`config.mk`:
```
export PLATFORM = sky130hd
export DESIGN_NAME = ec_mailbox
export DESIGN_NICKNAME = d
export VERILOG_FILES = /design/src/rtl/ec_mbox_pkg.sv /design/src/rtl/ec_mbox_hostif.sv /design/src/rtl/ec_mbox_seq.sv /design/src/rtl/ec_mailbox.sv
export SDC_FILE = /design/constraint.sdc
export NUM_CORES = 1
export LEC_CHECK = 0
export ABC_AREA = 0
export BUFFER_PORTS_ARGS = -buffer_cell sky130_fd_sc_hd__clkbuf_2
export CAP_MARGIN = 20
export CORE_UTILIZATION = 46
export CTS_CLUSTER_DIAMETER = 120
export DETAILED_ROUTE_END_ITERATION = 10
export PLACE_DENSITY = 0.75
export SKIP_LAST_GASP = 1
export SLEW_MARGIN = 20
export SYNTH_ARGS = -nofsm -noshare
export SYNTH_HDL_FRONTEND = slang
export SYNTH_HIERARCHICAL = 1
export SYNTH_SLANG_ARGS = --single-unit
```
`constraint.sdc`:
```
create_clock -name clk -period 2.1 [get_ports clk]
set_clock_uncertainty 0.1 [all_clocks]
set_input_delay 0 -clock clk [delete_from_list [all_inputs] [get_ports clk]]
set_output_delay 0 -clock clk [all_outputs]
set_load 0.01 [all_outputs]
```
`src/rtl/ec_mbox_pkg.sv`:
```
package ec_mbox_pkg;

    localparam int BYTE_W = 8;

    // command opcodes
    localparam logic [BYTE_W-1:0] OP_READ    = 8'h80;
    localparam logic [BYTE_W-1:0] OP_WRITE   = 8'h81;
    localparam logic [BYTE_W-1:0] OP_BURST_ON  = 8'h82;
    localparam logic [BYTE_W-1:0] OP_BURST_OFF = 8'h83;
    localparam logic [BYTE_W-1:0] OP_QUERY   = 8'h84;

    // status bit positions
    localparam int ST_OBF   = 0;
    localparam int ST_IBF   = 1;
    localparam int ST_CMD   = 3;
    localparam int ST_BURST = 4;

    typedef enum logic [2:0] {
        SQ_IDLE,
        SQ_RD_ADDR,
        SQ_WR_ADDR,
        SQ_WR_DATA,
        SQ_FETCH
    } seq_state_e;

endpackage

```
`src/rtl/ec_mbox_hostif.sv`:
```
module ec_mbox_hostif
    import ec_mbox_pkg::*;
#(
    parameter int DW = BYTE_W
) (
    input  logic          clk,
    input  logic          rst_n,
    input  logic          host_port,
    input  logic          host_wr,
    input  logic          host_rd,
    input  logic [DW-1:0] host_wdata,
    output logic [DW-1:0] host_rdata,
    input  logic          consume,
    input  logic          load_out,
    input  logic [DW-1:0] load_data,
    input  logic          burst,
    output logic [DW-1:0] in_byte,
    output logic          in_is_cmd,
    output logic          ibf
);

    typedef struct packed {
        logic [DW-1:0] in_byte;
        logic          in_cmd;
        logic          ibf;
        logic [DW-1:0] out_byte;
        logic          obf;
    } hif_t;

    hif_t hif_d, hif_q;
    logic [DW-1:0] status_w;

    always_comb begin
        hif_d = hif_q;
        if (consume) begin
            hif_d.ibf = 1'b0;
        end
        if (host_wr) begin
            hif_d.in_byte = host_wdata;
            hif_d.in_cmd  = host_port;
            hif_d.ibf     = 1'b1;
        end
        if (host_rd && !host_port) begin
            hif_d.obf = 1'b0;
        end
        if (load_out) begin
            hif_d.out_byte = load_data;
            hif_d.obf      = 1'b1;
        end
    end

    always_ff @(posedge clk or negedge rst_n) begin
        if (!rst_n) begin
            hif_q <= '0;
        end else begin
            hif_q <= hif_d;
        end
    end

    always_comb begin
        status_w           = '0;
        status_w[ST_OBF]   = hif_q.obf;
        status_w[ST_IBF]   = hif_q.ibf;
        status_w[ST_CMD]   = hif_q.in_cmd;
        status_w[ST_BURST] = burst;
    end

    assign host_rdata = host_port ? status_w : hif_q.out_byte;
    assign in_byte    = hif_q.in_byte;
    assign in_is_cmd  = hif_q.in_cmd;
    assign ibf        = hif_q.ibf;

    AST_WR_SETS_IBF: assert property (@(posedge clk) disable iff (!rst_n)
        host_wr |=> ibf);

    AST_DATA_RD_CLEARS_OBF: assert property (@(posedge clk) disable iff (!rst_n)
        (host_rd && !host_port && !load_out) |=> !hif_q.obf);

endmodule

```
`src/rtl/ec_mbox_seq.sv`:
```
module ec_mbox_seq
    import ec_mbox_pkg::*;
#(
    parameter int DW = BYTE_W,
    parameter int AW = 8
) (
    input  logic          clk,
    input  logic          rst_n,
    input  logic          ibf,
    input  logic [DW-1:0] in_byte,
    input  logic          in_is_cmd,
    input  logic [DW-1:0] evt_code,
    input  logic [DW-1:0] reg_rdata,
    output logic          consume,
    output logic          load_out,
    output logic [DW-1:0] load_data,
    output logic          burst,
    output logic          evt_take,
    output logic [AW-1:0] reg_addr,
    output logic          reg_rd,
    output logic          reg_wr,
    output logic [DW-1:0] reg_wdata
);

    typedef struct packed {
        seq_state_e    st;
        logic [AW-1:0] addr;
        logic          burst;
    } seq_t;

    seq_t seq_d, seq_q;

    always_comb begin
        seq_d     = seq_q;
        consume   = 1'b0;
        load_out  = 1'b0;
        load_data = '0;
        evt_take  = 1'b0;
        reg_addr  = seq_q.addr;
        reg_rd    = 1'b0;
        reg_wr    = 1'b0;
        reg_wdata = in_byte;

        if (seq_q.st == SQ_FETCH) begin
            load_out  = 1'b1;
            load_data = reg_rdata;
            seq_d.st  = SQ_IDLE;
        end else if (ibf) begin
            consume = 1'b1;
            if (in_is_cmd) begin
                seq_d.st = SQ_IDLE;
                case (in_byte)
                    OP_READ:      seq_d.st = SQ_RD_ADDR;
                    OP_WRITE:     seq_d.st = SQ_WR_ADDR;
                    OP_BURST_ON:  seq_d.burst = 1'b1;
                    OP_BURST_OFF: seq_d.burst = 1'b0;
                    OP_QUERY: begin
                        load_out  = 1'b1;
                        load_data = evt_code;
                        evt_take  = (evt_code != '0);
                    end
                    default: ;
                endcase
            end else begin
                case (seq_q.st)
                    SQ_RD_ADDR: begin
                        reg_addr = in_byte[AW-1:0];
                        reg_rd   = 1'b1;
                        seq_d.st = SQ_FETCH;
                    end
                    SQ_WR_ADDR: begin
                        seq_d.addr = in_byte[AW-1:0];
                        seq_d.st   = SQ_WR_DATA;
                    end
                    SQ_WR_DATA: begin
                        reg_wr   = 1'b1;
                        seq_d.st = SQ_IDLE;
                    end
                    default: ;
                endcase
            end
        end
    end

    always_ff @(posedge clk or negedge rst_n) begin
        if (!rst_n) begin
            seq_q <= '{st: SQ_IDLE, addr: '0, burst: 1'b0};
        end else begin
            seq_q <= seq_d;
        end
    end

    assign burst = seq_q.burst;

    AST_FETCH_THEN_LOAD: assert property (@(posedge clk) disable iff (!rst_n)
        reg_rd |=> load_out);

    AST_WR_FROM_DATA_BYTE: assert property (@(posedge clk) disable iff (!rst_n)
        reg_wr |-> (ibf && !in_is_cmd));

    AST_CMD_NO_ACCESS: assert property (@(posedge clk) disable iff (!rst_n)
        (ibf && in_is_cmd) |-> !(reg_wr || reg_rd));

    AST_TAKE_NONZERO: assert property (@(posedge clk) disable iff (!rst_n)
        evt_take |-> (load_out && evt_code != '0));

endmodule

```
`src/rtl/ec_mailbox.sv`:
```
module ec_mailbox
    import ec_mbox_pkg::*;
#(
    parameter int DW = BYTE_W,
    parameter int AW = 8
) (
    input  logic          clk,
    input  logic          rst_n,
    input  logic          host_port,
    input  logic          host_wr,
    input  logic          host_rd,
    input  logic [DW-1:0] host_wdata,
    output logic [DW-1:0] host_rdata,
    input  logic [DW-1:0] evt_code,
    output logic          evt_take,
    output logic [AW-1:0] reg_addr,
    output logic          reg_rd,
    output logic          reg_wr,
    output logic [DW-1:0] reg_wdata,
    input  logic [DW-1:0] reg_rdata
);

    logic          consume_w;
    logic          load_w;
    logic [DW-1:0] load_data_w;
    logic          burst_w;
    logic [DW-1:0] in_byte_w;
    logic          in_cmd_w;
    logic          ibf_w;

    ec_mbox_hostif #(.DW(DW)) u_hostif (
        .clk        (clk),
        .rst_n      (rst_n),
        .host_port  (host_port),
        .host_wr    (host_wr),
        .host_rd    (host_rd),
        .host_wdata (host_wdata),
        .host_rdata (host_rdata),
        .consume    (consume_w),
        .load_out   (load_w),
        .load_data  (load_data_w),
        .burst      (burst_w),
        .in_byte    (in_byte_w),
        .in_is_cmd  (in_cmd_w),
        .ibf        (ibf_w)
    );

    ec_mbox_seq #(.DW(DW), .AW(AW)) u_seq (
        .clk       (clk),
        .rst_n     (rst_n),
        .ibf       (ibf_w),
        .in_byte   (in_byte_w),
        .in_is_cmd (in_cmd_w),
        .evt_code  (evt_code),
        .reg_rdata (reg_rdata),
        .consume   (consume_w),
        .load_out  (load_w),
        .load_data (load_data_w),
        .burst     (burst_w),
        .evt_take  (evt_take),
        .reg_addr  (reg_addr),
        .reg_rd    (reg_rd),
        .reg_wr    (reg_wr),
        .reg_wdata (reg_wdata)
    );

    AST_NO_DUAL_ACCESS: assert property (@(posedge clk) disable iff (!rst_n)
        !(reg_rd && reg_wr));

    AST_IBF_DROPS: assert property (@(posedge clk) disable iff (!rst_n)
        (consume_w && !host_wr) |=> !ibf_w);

endmodule

```
After elaboration in Yosys (flattened, before gate mapping)
Index checks and enable logic that the tools add are counted.
{"block": "word_totals", "word_cells": 70, "inputBits": 29, "output_inout_bits": 27, "register_bits": 31}
{"block": "classes", "eq_ne": 9, "n_bitwise": 2, "n_reduce_logical": 11, "mux": 40}
{"op": "two-way mux 8 bit", "count": 11}
{"op": "== test 8 bit (second input constant)", "count": 5}
{"op": "two-way mux 1 bit", "count": 23}
{"op": "two-way mux 12 bit", "count": 1}
{"op": "one-hot mux 3 bit (3 select lines)", "count": 1}
{"op": "AND reduction 4 bit", "count": 2}
{"op": "nonzero test 2 bit", "count": 4}
{"op": "nonzero test 8 bit", "count": 1}
{"op": "== test 3 x 2 -> 1 bit (second input constant)", "count": 2}
{"op": "two-way mux 3 bit", "count": 2}
{"op": "nonzero test 5 bit", "count": 1}
{"op": "one-hot mux 2 bit (2 select lines)", "count": 1}
{"op": "== test 3 x 1 -> 1 bit (second input constant)", "count": 1}
{"op": "== test 3 bit (second input constant)", "count": 1}
{"op": "inverter 1 bit", "count": 2}
{"op": "one-hot mux 1 bit (2 select lines)", "count": 1}
{"op": "AND reduction 2 bit", "count": 1}
{"op": "logical AND 1 bit", "count": 1}
{"op": "logical NOT 1 bit", "count": 1}

Logic depth before layout (Yosys ltp)
{"block": "logic_depth", "ltp_word": 6, "mapped_depth": 6, "depth_no_buf": 4}

Hierarchy
The synthesis kept the hierarchy.
{"module": "ec_mbox_hostif", "n_inst": 1, "cells_each": 59, "seq_area_each_um2": 475.5, "area_per_inst_um2": 944.7}
{"module": "ec_mbox_seq", "n_inst": 1, "cells_each": 92, "seq_area_each_um2": 300.3, "area_per_inst_um2": 927.1}

Least setup slack after synthesis
Ideal clock, no wire load.
{"block": "synth_timing", "kind": "register -> register", "startpoint": "reg u_hostif.hif_q, in the netlist u_hostif/in_byte[1]", "endpoint": "reg u_hostif/hif_q[1] (netlist bit)", "required_ns": 1.875, "synth_period_minus_slack_ns": 2.274, "n_path_buf": 2, "setup_slack_ns": -0.174, "setup_time_ns": 0.125, "stages_incl_launch_ff": 7, "arrival_time_ns": 2.049, "cell_sequence": "dfrtp_1 > buf_4 > or4_4 > nor4_4 > or2_2 > buf_6 > mux2_4"}
{"block": "synth_between", "elab_chain_len": 5, "word_cells_on_any_way": 9, "classes_between": "eq/ne: 1; mux: 8"}
{"item": "start: declaration", "line_no": "ec_mbox_hostif.sv:30", "rtl": "hif_t hif_d, hif_q;"}
{"item": "start signal: assignment", "line_no": "ec_mbox_hostif.sv:56", "rtl": "hif_q <= hif_d;"}
{"item": "== test 8 bit", "line_no": "ec_mbox_seq.sv:52", "rtl": "case (in_byte)"}
{"item": "two-way mux 1 bit", "line_no": "ec_mbox_seq.sv:52"}
{"item": "two-way mux 1 bit", "line_no": "ec_mbox_seq.sv:50", "rtl": "if (in_is_cmd) begin"}
{"item": "two-way mux 1 bit", "line_no": "ec_mbox_seq.sv:48", "rtl": "end else if (ibf) begin"}
{"item": "two-way mux 1 bit", "line_no": "ec_mbox_seq.sv:44", "rtl": "if (seq_q.st == SQ_FETCH) begin"}
{"item": "named net load_w", "line_no": "ec_mailbox.sv:24", "rtl": "logic load_w;"}
The timed path passes the listed nets, and every way through them passes these cells.
A chain may end at the register's enable or synchronous reset.

Worst setup path after layout
{"block": "layout_timing", "startpoint": "reg u_hostif.hif_q, in the netlist u_hostif/in_byte[3]", "endpoint": "out evt_take"}
{"block": "layout_between", "elab_chain_len": 5}
{"item": "== test 8 bit", "line_no": "ec_mbox_seq.sv:52"}
{"item": "two-way mux 1 bit", "line_no": "ec_mbox_seq.sv:52"}
{"item": "two-way mux 1 bit", "line_no": "ec_mbox_seq.sv:50"}
{"item": "two-way mux 1 bit", "line_no": "ec_mbox_seq.sv:48"}
{"item": "two-way mux 1 bit", "line_no": "ec_mbox_seq.sv:44"}
{"item": "end: declaration", "line_no": "ec_mailbox.sv:15", "rtl": "output logic evt_take,"}
No other way between the ends.

==> summary.json <==
{
  "outcome": {
    "status": "complete, no violations"
  },
  "power": {
    "comb_power_share_pct": 38.8,
    "power_switching_uw": 802,
    "max-vdd-ir-drop_mv": 0.633,
    "share_of_total_power_in_the_clock_network_pct": 23.9,
    "power-per-cell-area_nw_per_um2": 1100,
    "static-leakage-power_nw": 1.19,
    "sequentialPowerShare_pct": 37.3,
    "p_int_mw": 1.77,
    "power_switching_share_pct": 31.2
  },
  "drt": {
    "drc": 0,
    "wl_um": 4070,
    "via_count": 1352,
    "drtIter0Drc": 62,
    "average_wire_per_cell_in_the_routed_design_um": 15.8,
    "drt-pass1-iter-count": 4,
    "via_per_inst": 5.24,
    "ant_nets": 0
  },
  "worst_setup_path": {
    "worst_stage_delay_on_the_critical_path_ps": 520,
    "start_kind": "register",
    "critPathKind": "reg -> out",
    "timing.critical_path.required_ps": 2000,
    "worst_setup_path_startpoint": "u_hostif/in_byte[3]$_DFFE_PN0P_",
    "cp_max_fo": 9,
    "crit_arrival_ps": 1980,
    "worst_setup_path_end_kind": "output port",
    "worst_flop_to_flop_path_startpoint": "u_hostif/in_byte[3]$_DFFE_PN0P_",
    "crit_slowest_cell": "sky130_fd_sc_hd__or4_4",
    "critical_path.cell_chain": "or4_4 > nor4_4 > buf_6 > and3_1 > clkbuf_2"
  },
  "timing": {
    "grt_setup_unrepaired": "true",
    "period_minus_slack_ps": 2080,
    "report.final.hold_viol_count": 0,
    "slew_viol_final": 0,
    "final_worst_path_cycle_share_pct": 99.2,
    "worst_slew_pin_slew_ps": 767,
    "achievable-frequency_mhz": 480,
    "setup_viol_count_final": 0,
    "timing.max_slew.rel_slack_pct": 48.9,
    "timing.setup.tns_ps": 0
  },
  "die": {
    "core_area_sq_um": 3770,
    "die_area_sq_um": 4330,
    "die_x_um": 65.8,
    "num_rows": 22,
    "io_pins": 56,
    "initial_core_util_pct": 49.6,
    "vertical_die_dimension_um": 65.8
  },
  "clocking": {
    "sinks_on_the_clock_net": 31,
    "clock_tree_from_tritoncts": "built",
    "htreeDepth": 2,
    "clock_insertion_delay_worst_skew_ps": 300,
    "clk_pin_slew_worst_paths_ps": 70,
    "clk_root_buffer_cell": "sky130_fd_sc_hd__clkbuf_8",
    "numCtsBuffers": 5,
    "cts_setup_buffers": 0,
    "clk_path_buf_depth": 2
  },
  "synth": {
    "post_synth_instance_area_sq_um": 1870,
    "synth_top_cell_by_area": "sky130_fd_sc_hd__dfrtp_1",
    "synth.yosys.seq_area_share_pct": 41.4,
    "yosys_register_bits": 31,
    "synthesis.yosys.warnings": 6,
    "synth.net_count": 180,
    "synth-edff-count": 0,
    "syn_inst": 151,
    "most_numerous_cell_in_the_yosys_netlist": "sky130_fd_sc_hd__dfrtp_1",
    "post_synth.cell_area_avg_sq_um": 12.4,
    "postSynth.asyncResetShare_pct": 100,
    "yosysUniqueCellTypes": 32,
    "postSynth.topFlopCell": "sky130_fd_sc_hd__dfrtp_1",
    "synth_commonest_cells": "sky130_fd_sc_hd__dfrtp_1, sky130_fd_sc_hd__mux2_4, sky130_fd_sc_hd__mux2_2",
    "synth_top_cell_area_share_pct": 41.4,
    "synth_top_cells_by_area": "sky130_fd_sc_hd__dfrtp_1, sky130_fd_sc_hd__mux2_4, sky130_fd_sc_hd__mux2_2, sky130_fd_sc_hd__buf_4, sky130_fd_sc_hd__a31o_2"
  },
  "layout": {
    "nFillCells": 284,
    "fin_cells": 258,
    "finish.net_count": 238,
    "area_growth_syn_to_layout_pct": 25.2,
    "drive_above_1_share_pct": 60.0,
    "diodes": 0
  },
  "place": {
    "port_buffers": 55,
    "gpl.final_weighted_congestion": 0.783,
    "final_hpwl_dp_um": 2860,
    "place_inst": 238
  },
  "grt": {
    "track_usage_pct": 20.9,
    "grt_max_degree": 32,
    "grt_pass1_wl_um": 6630,
    "grt_pass1_vias": 1418,
    "globalRouteOverflowTotal": 0,
    "initial_antenna_violation_count": 0
  },
  "worst_hold_path": {
    "holdCritStartpoint": "evt_code[5]",
    "worst_min_delay_path_category": "in -> reg"
  },
  "run": {
    "drv_cap": 0
  }
}
flip-flops by register name (all words and copies together) (netlist names):
register	flops
u_hostif/ibf	1
u_hostif/in_byte	8
u_hostif/hif_q	9
u_seq/burst	1
u_seq/seq_q	11
u_hostif/in_is_cmd	1
layout by cell type (no fill, tap or decap), types with 2 or more instances in the layout:
cell                            instances
sky130_fd_sc_hd__a21o_1                 2
sky130_fd_sc_hd__clkbuf_2              55
sky130_fd_sc_hd__and2b_2                4
sky130_fd_sc_hd__mux2_4                21
sky130_fd_sc_hd__nand3_1                2
sky130_fd_sc_hd__buf_4                  6
sky130_fd_sc_hd__o21ai_0                2
sky130_fd_sc_hd__a22o_1                 2
sky130_fd_sc_hd__clkbuf_8               6
sky130_fd_sc_hd__dlygate4sd3_1         12
sky130_fd_sc_hd__inv_1                  4
sky130_fd_sc_hd__a31o_2                 8
sky130_fd_sc_hd__nand2b_1               4
sky130_fd_sc_hd__nor4_1                 3
sky130_fd_sc_hd__mux2_2                17
sky130_fd_sc_hd__and2_1                 9
sky130_fd_sc_hd__and3_1                 2
sky130_fd_sc_hd__dfrtp_1               31
per-stage QoR:
stage	cell area [sq um]	total power [mW]	setup WS [ps]	hold WS (ps)	util, %
after floorplan	1880	1.67	-167	-396	-
after global placement	2090	1.88	161	-9.90	55.5
after detailed placement	2090	1.93	102	7.41	55.5
after CTS	2320	2.57	5.88	0.318	61.6
after global routing	2340	2.71	-86.6	8.49	62.1
final	2340	2.57	16.1	7.68	62.1
per-layer routing:
layer | vias to the layer above | part of all wire [%] | wire, um | track usage (%)
met2 | 30 | 51 | 2070 | 32.4
met5 | - | 0 | 0 | 0
met1 | 676 | 43 | 1760 | 26.1
met3 | 10 | 3.9 | 158 | 6.21
met4 | 0 | 2.2 | 90 | 10.6
li1 | 636 | - | - | -
cell families (layout without fill, tap and decap cells):
family,after synthesis,after routing,synth area share (%)
multiplexers,38,38,27.1
AND/OR/NAND/NOR,37,37,13.9
flip-flops,31,31,41.4
buffers and inverters,27,86,9.89
AO/OA/AOI/OAI,18,18,7.69
final cells by class:
cell class	instances	area (sq um)	area share, %
Clock buffer	6	82.6	3.52
Clock inverter	2	35.0	1.49
Inverter	4	15.0	0.641
Multi-Input combinational cell	93	923	39.4
Sequential cell	31	776	33.1
Tap cell	48	60.1	2.56
Timing Repair Buffer	74	452	19.3
worst paths after layout:
path,endpoint,slack [ps],cells after the start
worst max register to register,u_hostif/hif_q[3]$_DFFE_PN0P_,30,4
worst min-delay path,u_hostif/hif_q[6]$_DFFE_PN0P_,8,3
max in group asynchronous,u_hostif/hif_q[3]$_DFFE_PN0P_,1170,2
worst min register to register,u_hostif/hif_q[0]$_DFFE_PN0P_,390,1
worst max-delay path,evt_take,20,5
min in group asynchronous,u_hostif/in_byte[3]$_DFFE_PN0P_,230,2
critical path, delay by kind of cell (launching register included):
family / cells / cell delay [ps]
simple gates: 3 / 960
flops: 1 / 430
buf+inv: 2 / 300
repair_timing:
action | in CTS | in global routing
gates resized for setup | 2 | 2
endpoints found under the setup margin | 8 | 13
hold buffers | 11 | 1
hold endpoints to repair | 41 | 1
cloned | 0 | 0
power groups by stage:
| stage | sequential (mW) | combinational [mW] | clock (mW) |
|---|---|---|---|
| final | 0.957 | 0.997 | 0.614 |
| after floorplan | 0.898 | 0.768 | 0 |
| after CTS | 0.953 | 0.996 | 0.618 |
| after global routing | 0.982 | 1.08 | 0.653 |
| after global placement | 0.943 | 0.937 | 0 |
| after detailed placement | 0.961 | 0.969 | 0 |
Note: power is estimated with default switching activity, not from simulation.
